===== config.mk =====
export PLATFORM = sky130hd
export DESIGN_NAME = ratio_clk_gen
export DESIGN_NICKNAME = d
export VERILOG_FILES = /design/src/rtl/ratio_clk_gen.sv
export SDC_FILE = /design/constraint.sdc
export NUM_CORES = 1
export LEC_CHECK = 0
export CORE_ASPECT_RATIO = 0.9
export CORE_UTILIZATION = 35
export DETAILED_ROUTE_END_ITERATION = 8
export DONT_BUFFER_PORTS = 1
export HOLD_SLACK_MARGIN = 0.05
export PLACE_DENSITY = 0.58
export SLEW_MARGIN = 10
export SYNTH_ARGS = -nofsm -noshare
export SYNTH_HDL_FRONTEND = slang
export SYNTH_SLANG_ARGS = --single-unit

===== constraint.sdc =====
create_clock -name clk_core -period 11.3 [get_ports clk_core]
set_input_delay 2.26 -clock clk_core [delete_from_list [all_inputs] [get_ports clk_core]]
set_output_delay 2.26 -clock clk_core [all_outputs]
set_load 0.01 [all_outputs]

===== src/rtl/ratio_clk_gen.sv =====
module ratio_clk_gen #(
  parameter int BUS_W = 4
) (
  input  logic             clk_core,
  input  logic             rst_n,
  input  logic [2:0]       ratio_code,
  input  logic [BUS_W-1:0] bus_ratio_x2,
  input  logic             nap,
  input  logic             sleep,
  input  logic             snoop,
  input  logic             stop_en,
  output logic             ram_clk_a,
  output logic             ram_clk_b,
  output logic             sync_clk,
  output logic             dll_off,
  output logic             code_err,
  output logic             ratio_err
);

  function automatic logic [2:0] halves(input logic [2:0] c);
    case (c)
      3'b001:  return 3'd2;
      3'b010:  return 3'd3;
      3'b100:  return 3'd4;
      3'b101:  return 3'd5;
      3'b110:  return 3'd6;
      default: return 3'd0;
    endcase
  endfunction

  function automatic logic phase_hi(input logic [3:0] k, input logic [2:0] h);
    logic [3:0] hw, m;
    hw = {1'b0, h};
    m  = (k >= hw) ? k - hw : k;
    return (h != 3'd0) && (m < {2'b00, h[2:1]});
  endfunction

  logic [2:0] req_q, act_q, cnt_q;
  logic       ramok_q, ram_run_q;
  logic       pre_s_q, pre_r_q, hi_s_q, hi_r_q, lo_s_q, lo_r_q;

  logic [2:0] h_act, act_nx, h_nx, cnt_nx;
  logic       load, wrap2, want_ok, ramrun_nx, pre_s, pre_r, lo_s_nx;

  assign h_act     = halves(act_q);
  assign load      = (h_act == 3'd0) || (cnt_q == h_act - 3'd1);
  assign act_nx    = load ? req_q : act_q;
  assign ramrun_nx = load ? ramok_q : ram_run_q;
  assign h_nx      = halves(act_nx);
  assign cnt_nx    = load ? 3'd0 : cnt_q + 3'd1;
  assign wrap2     = (h_nx == 3'd0) || (cnt_nx == h_nx - 3'd1);
  assign want_ok   = !(stop_en && (sleep || (nap && !snoop)));
  assign pre_s     = wrap2 ? (halves(ratio_code) != 3'd0)
                           : phase_hi({cnt_nx, 1'b0} + 4'd2, h_nx);
  assign pre_r     = pre_s && (wrap2 ? want_ok : ramrun_nx);
  assign lo_s_nx   = phase_hi({cnt_nx, 1'b1}, h_nx);

  always_ff @(posedge clk_core or negedge rst_n) begin
    if (!rst_n) begin
      req_q     <= 3'b000;
      act_q     <= 3'b000;
      cnt_q     <= 3'd0;
      ramok_q   <= 1'b0;
      ram_run_q <= 1'b0;
      pre_s_q   <= 1'b0;
      pre_r_q   <= 1'b0;
      lo_s_q    <= 1'b0;
      lo_r_q    <= 1'b0;
    end else begin
      req_q     <= ratio_code;
      ramok_q   <= want_ok;
      act_q     <= act_nx;
      ram_run_q <= ramrun_nx;
      cnt_q     <= cnt_nx;
      pre_s_q   <= pre_s;
      pre_r_q   <= pre_r;
      lo_s_q    <= lo_s_nx;
      lo_r_q    <= lo_s_nx && ramrun_nx;
    end
  end

  always_ff @(negedge clk_core or negedge rst_n) begin
    if (!rst_n) begin
      hi_s_q <= 1'b0;
      hi_r_q <= 1'b0;
    end else begin
      hi_s_q <= pre_s_q;
      hi_r_q <= pre_r_q;
    end
  end

  assign sync_clk  = clk_core ? hi_s_q : lo_s_q;
  assign ram_clk_a = clk_core ? hi_r_q : lo_r_q;
  assign ram_clk_b = clk_core ? hi_r_q : lo_r_q;
  assign dll_off   = (act_q == 3'b000);
  assign code_err  = (act_q == 3'b011) || (act_q == 3'b111);
  assign ratio_err = (h_act != 3'd0) && (int'(h_act) > int'(bus_ratio_x2));

endmodule


; After elaboration in Yosys (flattened, before gate mapping)
; Cells that the tools add are included.
[op_classes]
n_addsub = 6
muxes = 12
eq_ne = 19
order_cmp = 5
n_reduce_logical = 19
[op_table]
columns = operator, n
row1 = $pmux 3 s5, 3
row2 = $eq 3x3->1 const B, 10
row3 = $eq 3x2->1 const B, 4
row4 = $eq 3x1->1 const B, 3
row5 = $logic_not 3->1, 3
row6 = $reduce_bool 3->1, 3
row7 = $ge 4x3->1, 2
row8 = $lt 4x2->1, 2
row9 = $mux 4, 2
row10 = $sub 4x3->4, 2
row11 = $logic_and 1x1->1, 7
row12 = $eq 3x3->1, 2
row13 = $mux 3, 2
row14 = $sub 3x1->3 const B, 2
row15 = $mux 1, 5
row16 = $add 4x2->4 const B, 1
row17 = $gt 3x4->1, 1
row18 = $logic_or 1x1->1, 4
row19 = $add 3x1->3 const B, 1
row20 = $logic_not 1->1, 2
[totals]
inputBits = 13
word_cells = 72
out_inout_bits = 6
ff_bits = 17

; Longest topological paths before layout
; Gate-level depths: netlist (run 1).
[logic_depth]
ltp_word = 14
depth_mapped = 25
ltp_nobuf = 23

==> impl_metrics.xml, run 1 <==
<?xml version="1.0" encoding="UTF-8"?>
<metrics>
  <group name="global_route">
    <metric name="first_global_vias" unit="">1159</metric>
    <metric name="antenna_violations_before_repair" unit="">0</metric>
    <metric name="pin_count_of_the_biggest_net_entering_global_routing" unit="">18</metric>
    <metric name="grt_pass1_wl" unit="mm">5.699</metric>
    <metric name="global_route.usage.total" unit="%">15.21</metric>
    <metric name="overflow" unit="">0</metric>
  </group>
  <group name="critical_path">
    <metric name="path_buf_inv" unit="">0</metric>
    <metric name="critical_path.max_stage_delay" unit="ns">0.32</metric>
    <metric name="crit_path_end_kind" unit="">output pin</metric>
    <metric name="worstSetupStartpointType" unit="">flop</metric>
    <metric name="crit_slowest_cell" unit="">sky130_fd_sc_hd__dfrtn_1</metric>
    <metric name="cp_data_arrival_time" unit="ns">6.67</metric>
    <metric name="critPathMaxFanout" unit="">2</metric>
    <metric name="req_time_crit_path" unit="ns">9.04</metric>
    <metric name="crit_chain" unit="">mux2_2</metric>
    <metric name="worst_path_dominant_cell_family" unit="">flip-flops</metric>
    <metric name="category_of_the_most_critical_setup_path" unit="">reg -&gt; out</metric>
  </group>
  <group name="drt">
    <metric name="drcViolationCount" unit="">0</metric>
    <metric name="dr.pass1.iters" unit="">4</metric>
    <metric name="route.antenna.remaining_nets" unit="">0</metric>
    <metric name="wirelength" unit="mm">3.545</metric>
    <metric name="detailroute.via_count" unit="">1375</metric>
    <metric name="wire_per_inst" unit="µm">14.01</metric>
    <metric name="drt-initial-drc-count" unit="">132</metric>
    <metric name="detail_route.vias_per_cell" unit="">5.435</metric>
  </group>
  <group name="timing">
    <metric name="worst_pin_slew" unit="ns">0.5930</metric>
    <metric name="finalSetupViolations" unit="">0</metric>
    <metric name="timing.max_slew.rel_slack" unit="%">60.20</metric>
    <metric name="timing_hold_violations_final" unit="">0</metric>
    <metric name="rsz_0062_raised_after_global_routing" unit="">false</metric>
    <metric name="slew_violations" unit="">0</metric>
    <metric name="tns" unit="ns">0</metric>
    <metric name="clock-skew-final" unit="ns">0.03172</metric>
  </group>
  <group name="synthesis">
    <metric name="synth_edf_count" unit="">0</metric>
    <metric name="syn-num-nets" unit="">218</metric>
    <metric name="avgSynthCellArea" unit="µm²">9.039</metric>
    <metric name="synthCells" unit="">187</metric>
    <metric name="yosysWarnings" unit="">0</metric>
    <metric name="synth.yosys.seq_area_share" unit="%">25.17</metric>
    <metric name="synth.mux.area_fraction" unit="%">6.884</metric>
    <metric name="synth_compound_area_share" unit="%">20.87</metric>
    <metric name="post_synth_fa_ha_maj_area_fraction" unit="%">14.21</metric>
    <metric name="synth-async-reset-ratio" unit="%">100.0</metric>
    <metric name="synth.ff_latch_count" unit="">17</metric>
    <metric name="synthSimpleGateAreaFrac" unit="%">22.87</metric>
    <metric name="syn-cell-area" unit="mm²">0.001690</metric>
    <metric name="dominant_combinational_cell_family_by_area_after_synthesis" unit="">simple AND/OR/NAND/NOR gates</metric>
    <metric name="synth_xor_area_share" unit="%">4.145</metric>
    <metric name="yosys_most_used_dff" unit="">sky130_fd_sc_hd__dfrtp_1</metric>
    <metric name="post_synth_num_cell_types" unit="">61</metric>
  </group>
  <group name="run_status">
    <metric name="status" unit="">finished, final reports clean</metric>
  </group>
  <group name="layout">
    <metric name="antenna_cells" unit="">0</metric>
    <metric name="final_cell_mix" unit="">sky130_fd_sc_hd__ha_1 (16), sky130_fd_sc_hd__dfrtp_1 (15), sky130_fd_sc_hd__inv_1 (14)</metric>
    <metric name="share_of_post_route_cells_with_drive_strength_above_1" unit="%">13.61</metric>
    <metric name="commonest_non_fill_non_tap_cell_in_the_layout" unit="">sky130_fd_sc_hd__ha_1</metric>
    <metric name="final_core_util" unit="%">40.31</metric>
    <metric name="final_nets" unit="">223</metric>
    <metric name="area_growth" unit="%">8.438</metric>
    <metric name="fillers" unit="">489</metric>
  </group>
  <group name="clock_tree">
    <metric name="cts_setup_buffers" unit="">0</metric>
    <metric name="clk_transition_reported_paths" unit="ns">0.06</metric>
    <metric name="post_cts_hold_buffer_count" unit="">0</metric>
    <metric name="post_cts.resized_instances" unit="">0</metric>
    <metric name="cts_tree" unit="">done</metric>
    <metric name="clkLatencyLatePin" unit="ns">0.38</metric>
  </group>
  <group name="job">
    <metric name="cap_viol_max_count" unit="">0</metric>
  </group>
  <group name="floorplan">
    <metric name="initial_utilization" unit="%">37.18</metric>
    <metric name="die-width" unit="µm">75.26</metric>
    <metric name="floorplan.io_pins" unit="">19</metric>
    <metric name="overall_die_area" unit="mm²">0.005112</metric>
    <metric name="fp_rows" unit="">23</metric>
    <metric name="core_region_area" unit="mm²">0.004547</metric>
    <metric name="die_y" unit="µm">67.93</metric>
  </group>
  <group name="placement">
    <metric name="dp_hpwl" unit="mm">2.874</metric>
    <metric name="numPortBuffers" unit="">0</metric>
    <metric name="globalplace.congestion" unit="">0.7711</metric>
  </group>
  <group name="worst_hold_path">
    <metric name="timing.hold.worst.class" unit="">reg -&gt; reg</metric>
  </group>
</metrics>
## per-layer routing
layer | vias to the layer above | track usage, % | wire length, µm
li1 | 690 | - | -
met3 | 0 | 5.007 | 218
met5 | - | 0 | 0
met2 | 50 | 21.17 | 1523
met4 | 0 | 0.9259 | 0
met1 | 635 | 23.47 | 1802
## cell usage after synthesis, types with 2 or more instances
cell type                  instances  area share, %
sky130_fd_sc_hd__nand2_1          11            2.4
sky130_fd_sc_hd__o21bai_1          3            1.3
sky130_fd_sc_hd__a21oi_1          11            3.3
sky130_fd_sc_hd__buf_6             2            1.3
sky130_fd_sc_hd__xor2_1            3            1.6
sky130_fd_sc_hd__inv_1            14            3.1
sky130_fd_sc_hd__nand3_1           7            2.1
sky130_fd_sc_hd__mux2i_1           6            3.6
sky130_fd_sc_hd__nand2b_1          2           0.74
sky130_fd_sc_hd__nand3b_1          2           0.89
sky130_fd_sc_hd__nand4_1           4            1.5
sky130_fd_sc_hd__nor4_1            2           0.74
sky130_fd_sc_hd__fa_1              2            2.4
sky130_fd_sc_hd__xnor2_1           5            2.6
sky130_fd_sc_hd__ha_1             16             12
sky130_fd_sc_hd__nor3b_1           2           0.89
sky130_fd_sc_hd__inv_2             2           0.44
sky130_fd_sc_hd__nand2_2           2           0.74
sky130_fd_sc_hd__a211oi_1          2           0.89
sky130_fd_sc_hd__dfrtn_1           2            3.0
sky130_fd_sc_hd__nor2b_1           5            1.9
sky130_fd_sc_hd__nor2_1           11            2.4
sky130_fd_sc_hd__or3b_1            2            1.0
sky130_fd_sc_hd__and3b_1           2            1.0
sky130_fd_sc_hd__nor3_1            6            1.8
sky130_fd_sc_hd__mux2_2            5            3.3
sky130_fd_sc_hd__dfrtp_1          15             22
sky130_fd_sc_hd__a21boi_0          2           0.89
sky130_fd_sc_hd__o21ai_0           7            2.1
## registers in the layout (all words and copies together), names as in the netlist
name and cells:
ramok_q 1, lo_r_q 1, ram_run_q 1, act_q 3, hi_s_q 1, req_q 3
pre_s_q 1, hi_r_q 1, lo_s_q 1, cnt_q 3, pre_r_q 1
## cell families after synthesis
logic type                 count (synthesis)
muxes                                     11
DFF                                       17
AOI/OAI and AO/OA                         46
xor gates and xnor gates                   8
and+or+nand+nor                           66
adders and majority gates                 18
buffers and inverters                     21
## final cells by class
| class | instances | area (µm²) | share of cell area (%) |
|---|---|---|---|
| clock buffers | 8 | 100.1 | 5.461 |
| inverters | 17 | 63.81 | 3.481 |
| flip-flops and latches | 17 | 425.4 | 23.21 |
| well taps | 62 | 77.57 | 4.232 |
| multi-input cells | 149 | 1166 | 63.62 |
## through the flow
stage	std cells	setup WS (ns)	area [µm²]	hold slack [ns]
final	253	2.369	1833	0.5313
after global placement	245	2.777	1733	0.5138
after detailed placement	245	2.769	1733	0.5135
after CTS	253	2.359	1833	0.5289
after floorplan	187	2.647	1690	0.4535
after global routing	253	2.345	1833	0.5704
## final timing paths
| path | start | slack (ns) | endpoint | cells after the start |
|---|---|---|---|---|
| min reg2reg | ram_run_q | 0.53 | ram_run_q | 2 |
| max reg2reg | pre_s_q | 5.18 | hi_s_q | 0 |
| max in group asynchronous | rst_n | 4.09 | hi_s_q | 0 |
| min | ram_run_q | 0.53 | ram_run_q | 2 |
| min in group asynchronous | rst_n | 1.60 | req_q[1] | 0 |
| max | hi_r_q | 2.37 | ram_clk_a | 1 |
Power of run 1 is not shown: default switching activity piles up to over one toggle a cycle in this logic, so the estimate is an artifact.
==> inputs of run 2 (changes only) <==
==> constraint.sdc (replaced) <==
create_clock -name clk_core -period 8.71 [get_ports clk_core]
set_input_delay 1.742 -clock clk_core [delete_from_list [all_inputs] [get_ports clk_core]]
set_output_delay 1.742 -clock clk_core [all_outputs]
set_load 0.01 [all_outputs]
==> impl_metrics.xml, run 2 (synthesis results as in run 1) <==
<?xml version="1.0" encoding="UTF-8"?>
<metrics>
  <group name="drt">
    <metric name="wire_per_inst" unit="µm">14.58</metric>
    <metric name="drt-initial-drc-count" unit="">116</metric>
    <metric name="detailroute.via_count" unit="">1382</metric>
    <metric name="dr.pass1.iters" unit="">4</metric>
    <metric name="drcViolationCount" unit="">0</metric>
    <metric name="route.antenna.remaining_nets" unit="">0</metric>
    <metric name="detail_route.vias_per_cell" unit="">5.462</metric>
    <metric name="wirelength" unit="mm">3.689</metric>
  </group>
  <group name="layout">
    <metric name="multiInputGateArea" unit="mm²">0.001166</metric>
    <metric name="final_cell_mix" unit="">sky130_fd_sc_hd__ha_1 (16), sky130_fd_sc_hd__dfrtp_1 (15), sky130_fd_sc_hd__inv_1 (14)</metric>
    <metric name="area_growth" unit="%">8.512</metric>
    <metric name="share_of_post_route_cells_with_drive_strength_above_1" unit="%">14.14</metric>
    <metric name="commonest_non_fill_non_tap_cell_in_the_layout" unit="">sky130_fd_sc_hd__ha_1</metric>
    <metric name="fillers" unit="">480</metric>
    <metric name="largest_registers" unit="">act_q x3, cnt_q x3, req_q x3</metric>
    <metric name="antenna_cells" unit="">0</metric>
    <metric name="final_nets" unit="">223</metric>
    <metric name="seqCellArea" unit="µm²">425.4</metric>
  </group>
  <group name="timing">
    <metric name="rsz_0062_raised_after_global_routing" unit="">false</metric>
    <metric name="clock-skew-final" unit="ns">0.03051</metric>
    <metric name="finalSetupViolations" unit="">0</metric>
    <metric name="worst_pin_slew" unit="ns">0.5788</metric>
    <metric name="timing_hold_violations_final" unit="">0</metric>
    <metric name="timing.max_slew.rel_slack" unit="%">61.15</metric>
    <metric name="tns" unit="ns">0</metric>
    <metric name="slew_violations" unit="">0</metric>
  </group>
  <group name="critical_path">
    <metric name="path_buf_inv" unit="">0</metric>
    <metric name="crit_slowest_cell" unit="">sky130_fd_sc_hd__dfrtn_1</metric>
    <metric name="crit_chain" unit="">mux2_2</metric>
    <metric name="crit_path_end_kind" unit="">output pin</metric>
    <metric name="critPathMaxFanout" unit="">2</metric>
    <metric name="cp_data_arrival_time" unit="ns">5.39</metric>
    <metric name="worstSetupStartpointType" unit="">flop</metric>
    <metric name="critical_path.max_stage_delay" unit="ns">0.33</metric>
    <metric name="req_time_crit_path" unit="ns">6.97</metric>
    <metric name="worst_path_dominant_cell_family" unit="">flip-flops</metric>
    <metric name="category_of_the_most_critical_setup_path" unit="">reg -&gt; out</metric>
    <metric name="timing.reg2reg.setup_slack" unit="ns">2.79</metric>
  </group>
  <group name="global_route">
    <metric name="pin_count_of_the_biggest_net_entering_global_routing" unit="">18</metric>
    <metric name="first_global_vias" unit="">1226</metric>
    <metric name="antenna_violations_before_repair" unit="">0</metric>
    <metric name="grt_pass1_wl" unit="mm">5.892</metric>
    <metric name="global_route.usage.total" unit="%">15.79</metric>
    <metric name="overflow" unit="">0</metric>
  </group>
  <group name="placement">
    <metric name="globalplace.congestion" unit="">0.8026</metric>
    <metric name="numPortBuffers" unit="">0</metric>
    <metric name="dp_hpwl" unit="mm">2.992</metric>
  </group>
  <group name="floorplan">
    <metric name="overall_die_area" unit="mm²">0.005112</metric>
    <metric name="initial_utilization" unit="%">37.18</metric>
    <metric name="die-width" unit="µm">75.26</metric>
    <metric name="die_y" unit="µm">67.93</metric>
    <metric name="core_region_area" unit="mm²">0.004547</metric>
    <metric name="floorplan.io_pins" unit="">19</metric>
    <metric name="fp_rows" unit="">23</metric>
  </group>
  <group name="job">
    <metric name="cap_viol_max_count" unit="">0</metric>
  </group>
  <group name="clock_tree">
    <metric name="post_cts_hold_buffer_count" unit="">0</metric>
    <metric name="clk_transition_reported_paths" unit="ns">0.06</metric>
    <metric name="cts_setup_buffers" unit="">0</metric>
    <metric name="post_cts.resized_instances" unit="">0</metric>
    <metric name="clkLatencyLatePin" unit="ns">0.38</metric>
    <metric name="cts_tree" unit="">done</metric>
  </group>
  <group name="run_status">
    <metric name="status" unit="">finished, final reports clean</metric>
  </group>
  <group name="worst_hold_path">
    <metric name="timing.hold.worst.class" unit="">reg -&gt; reg</metric>
  </group>
</metrics>
run 2: cell types whose count changed in the layout (fill, tap and decap cells not counted), sizes merged:
cell	previous run	this run
clkbuf	8	7
clkinv	1	2
run 2: final timing paths:
| kind | from | to | depth (start not counted) |
|---|---|---|---|
| setup reg to reg | act_q[0] | pre_r_q | 23 |
| hold reg to reg | ram_run_q | ram_run_q | 2 |
| max in group asynchronous | rst_n | hi_s_q | 0 |
| min in group asynchronous | rst_n | act_q[1] | 0 |
| hold / removal | ram_run_q | ram_run_q | 2 |
| setup / recovery | hi_r_q | ram_clk_a | 1 |
run 2: through the flow:
| stage | utilization, % | hold WS (ns) | cell area [µm²] | setup slack, ns | cells |
|---|---|---|---|---|---|
| 2_1_floorplan | - | 0.4535 | 1690 | 1.870 | 187 |
| 3_3_place_gp | 38.11 | 0.5063 | 1733 | 2.000 | 245 |
| 3_5_place_dp | 38.11 | 0.5087 | 1733 | 1.972 | 245 |
| 4_1_cts | 40.34 | 0.5236 | 1834 | 1.563 | 253 |
| 5_1_grt | 40.34 | 0.5564 | 1834 | 1.533 | 253 |
| 6_report | 40.34 | 0.5105 | 1834 | 1.574 | 253 |
run 2: layout make-up:
type	instances	share of cell area (%)
multi-input cells	149	63.57
flip-flops and latches	17	23.19
well taps	62	4.229
clock inverters	1	0.2729
clock buffers	7	5.252
inverters	17	3.479
run 2: per-layer routing:
layer  vias to the layer above  GRT usage (%)  part of all wire, %
met5                         -              0                    0
met4                         0          2.546                 0.79
met3                         2          5.449                  5.9
met2                        52          22.30                   42
met1                       638          23.35                   52
li1                        690              -                    -
Power of run 2 is left out for the same reason.
==> inputs of run 3 (changes only) <==
==> constraint.sdc (replaced) <==
create_clock -name clk_core -period 7.3 [get_ports clk_core]
set_input_delay 1.46 -clock clk_core [delete_from_list [all_inputs] [get_ports clk_core]]
set_output_delay 1.46 -clock clk_core [all_outputs]
set_load 0.01 [all_outputs]
==> impl_metrics.xml, run 3 (synthesis results as in run 1) <==
<?xml version="1.0" encoding="UTF-8"?>
<metrics>
  <group name="job">
    <metric name="cap_viol_max_count" unit="">0</metric>
  </group>
  <group name="critical_path">
    <metric name="critical_path.max_stage_delay" unit="ns">0.32</metric>
    <metric name="timing.reg2reg.setup_slack" unit="ns">1.51</metric>
    <metric name="worst_path_dominant_cell_family" unit="">flip-flops</metric>
    <metric name="cp_data_arrival_time" unit="ns">4.67</metric>
    <metric name="path_buf_inv" unit="">0</metric>
    <metric name="crit_chain" unit="">mux2_2</metric>
    <metric name="crit_slowest_cell" unit="">sky130_fd_sc_hd__dfrtn_1</metric>
    <metric name="worstSetupStartpointType" unit="">flop</metric>
    <metric name="req_time_crit_path" unit="ns">5.84</metric>
    <metric name="critPathMaxFanout" unit="">2</metric>
    <metric name="category_of_the_most_critical_setup_path" unit="">reg -&gt; out</metric>
    <metric name="crit_path_end_kind" unit="">output pin</metric>
  </group>
  <group name="global_route">
    <metric name="antenna_violations_before_repair" unit="">0</metric>
    <metric name="grt_pass1_wl" unit="mm">6.175</metric>
    <metric name="overflow" unit="">0</metric>
    <metric name="global_route.usage.total" unit="%">16.95</metric>
    <metric name="first_global_vias" unit="">1256</metric>
    <metric name="pin_count_of_the_biggest_net_entering_global_routing" unit="">18</metric>
  </group>
  <group name="timing">
    <metric name="clock-skew-final" unit="ns">0.03021</metric>
    <metric name="worst_pin_slew" unit="ns">0.6109</metric>
    <metric name="rsz_0062_raised_after_global_routing" unit="">false</metric>
    <metric name="timing.max_slew.rel_slack" unit="%">59.27</metric>
    <metric name="finalSetupViolations" unit="">0</metric>
    <metric name="tns" unit="ns">0</metric>
    <metric name="layout_setup_ws" unit="ns">1.172</metric>
    <metric name="slew_violations" unit="">0</metric>
    <metric name="timing_hold_violations_final" unit="">0</metric>
  </group>
  <group name="floorplan">
    <metric name="initial_utilization" unit="%">37.18</metric>
    <metric name="die_y" unit="µm">67.93</metric>
    <metric name="die-width" unit="µm">75.26</metric>
    <metric name="floorplan.io_pins" unit="">19</metric>
    <metric name="overall_die_area" unit="mm²">0.005112</metric>
    <metric name="fp_rows" unit="">23</metric>
    <metric name="core_region_area" unit="mm²">0.004547</metric>
  </group>
  <group name="drt">
    <metric name="drt-initial-drc-count" unit="">153</metric>
    <metric name="dr.pass1.iters" unit="">4</metric>
    <metric name="route.antenna.remaining_nets" unit="">0</metric>
    <metric name="detailroute.via_count" unit="">1368</metric>
    <metric name="wirelength" unit="mm">3.695</metric>
    <metric name="drcViolationCount" unit="">0</metric>
    <metric name="detail_route.vias_per_cell" unit="">5.407</metric>
    <metric name="wire_per_inst" unit="µm">14.60</metric>
  </group>
  <group name="layout">
    <metric name="area_growth" unit="%">8.512</metric>
    <metric name="commonest_non_fill_non_tap_cell_in_the_layout" unit="">sky130_fd_sc_hd__ha_1</metric>
    <metric name="largest_registers" unit="">act_q x3, cnt_q x3, req_q x3</metric>
    <metric name="layout.cell_area.non_filler" unit="mm²">0.001834</metric>
    <metric name="instances_no_fill" unit="">253</metric>
    <metric name="share_of_post_route_cells_with_drive_strength_above_1" unit="%">14.14</metric>
    <metric name="final_cell_mix" unit="">sky130_fd_sc_hd__ha_1 (16), sky130_fd_sc_hd__dfrtp_1 (15), sky130_fd_sc_hd__inv_1 (14)</metric>
    <metric name="final_nets" unit="">223</metric>
    <metric name="antenna_cells" unit="">0</metric>
  </group>
  <group name="clock_tree">
    <metric name="clkLatencyLatePin" unit="ns">0.38</metric>
    <metric name="clk_transition_reported_paths" unit="ns">0.06</metric>
    <metric name="post_cts.resized_instances" unit="">0</metric>
    <metric name="cts_setup_buffers" unit="">0</metric>
    <metric name="post_cts_hold_buffer_count" unit="">0</metric>
    <metric name="cts_tree" unit="">done</metric>
  </group>
  <group name="placement">
    <metric name="globalplace.congestion" unit="">0.8352</metric>
    <metric name="placement.cell_area" unit="mm²">0.001733</metric>
    <metric name="dpl_worst_slack" unit="ns">1.554</metric>
    <metric name="dp_hpwl" unit="mm">2.942</metric>
    <metric name="numPortBuffers" unit="">0</metric>
    <metric name="dp_cell_count" unit="">245</metric>
  </group>
  <group name="run_status">
    <metric name="status" unit="">finished, final reports clean</metric>
  </group>
  <group name="worst_hold_path">
    <metric name="timing.hold.worst.class" unit="">reg -&gt; reg</metric>
  </group>
</metrics>
==> run 3: cell counts in the layout (fill, tap and decap cells not counted) <==
Identical to the previous run, type by type.
==> run 3: layer usage <==
metal	part of all wire (%)	GRT usage, %
met1	53	24.73
met4	1.1	4.167
met3	5.0	6.627
met5	0	0
met2	41	23.09
==> run 3: metrics by stage <==
stage          hold slack, ns  util, %
2_1_floorplan          0.4535        -
3_3_place_gp           0.5156    38.11
3_5_place_dp           0.5138    38.11
4_1_cts                0.5347    40.34
5_1_grt                0.6189    40.34
6_report               0.5339    40.34
==> run 3: cell type report <==
cell class              instances  area [µm²]
flip-flops and latches         17       425.4
inverters                      17       63.81
clock buffers                   7       96.34
clock inverters                 1       5.005
multi-input cells             149        1166
fillers                       477        2713
well taps                      62       77.57
==> run 3: path summary, 6_finish.rpt <==
kind	from	end	cells past startpoint
setup / recovery	hi_r_q	ram_clk_b	1
hold / removal	ram_run_q	ram_run_q	2
setup reg to reg	act_q[0]	pre_r_q	23
hold reg to reg	ram_run_q	ram_run_q	2
max in group asynchronous	rst_n	hi_r_q	0
min in group asynchronous	rst_n	req_q[0]	0
Power of run 3 is left out for the same reason.
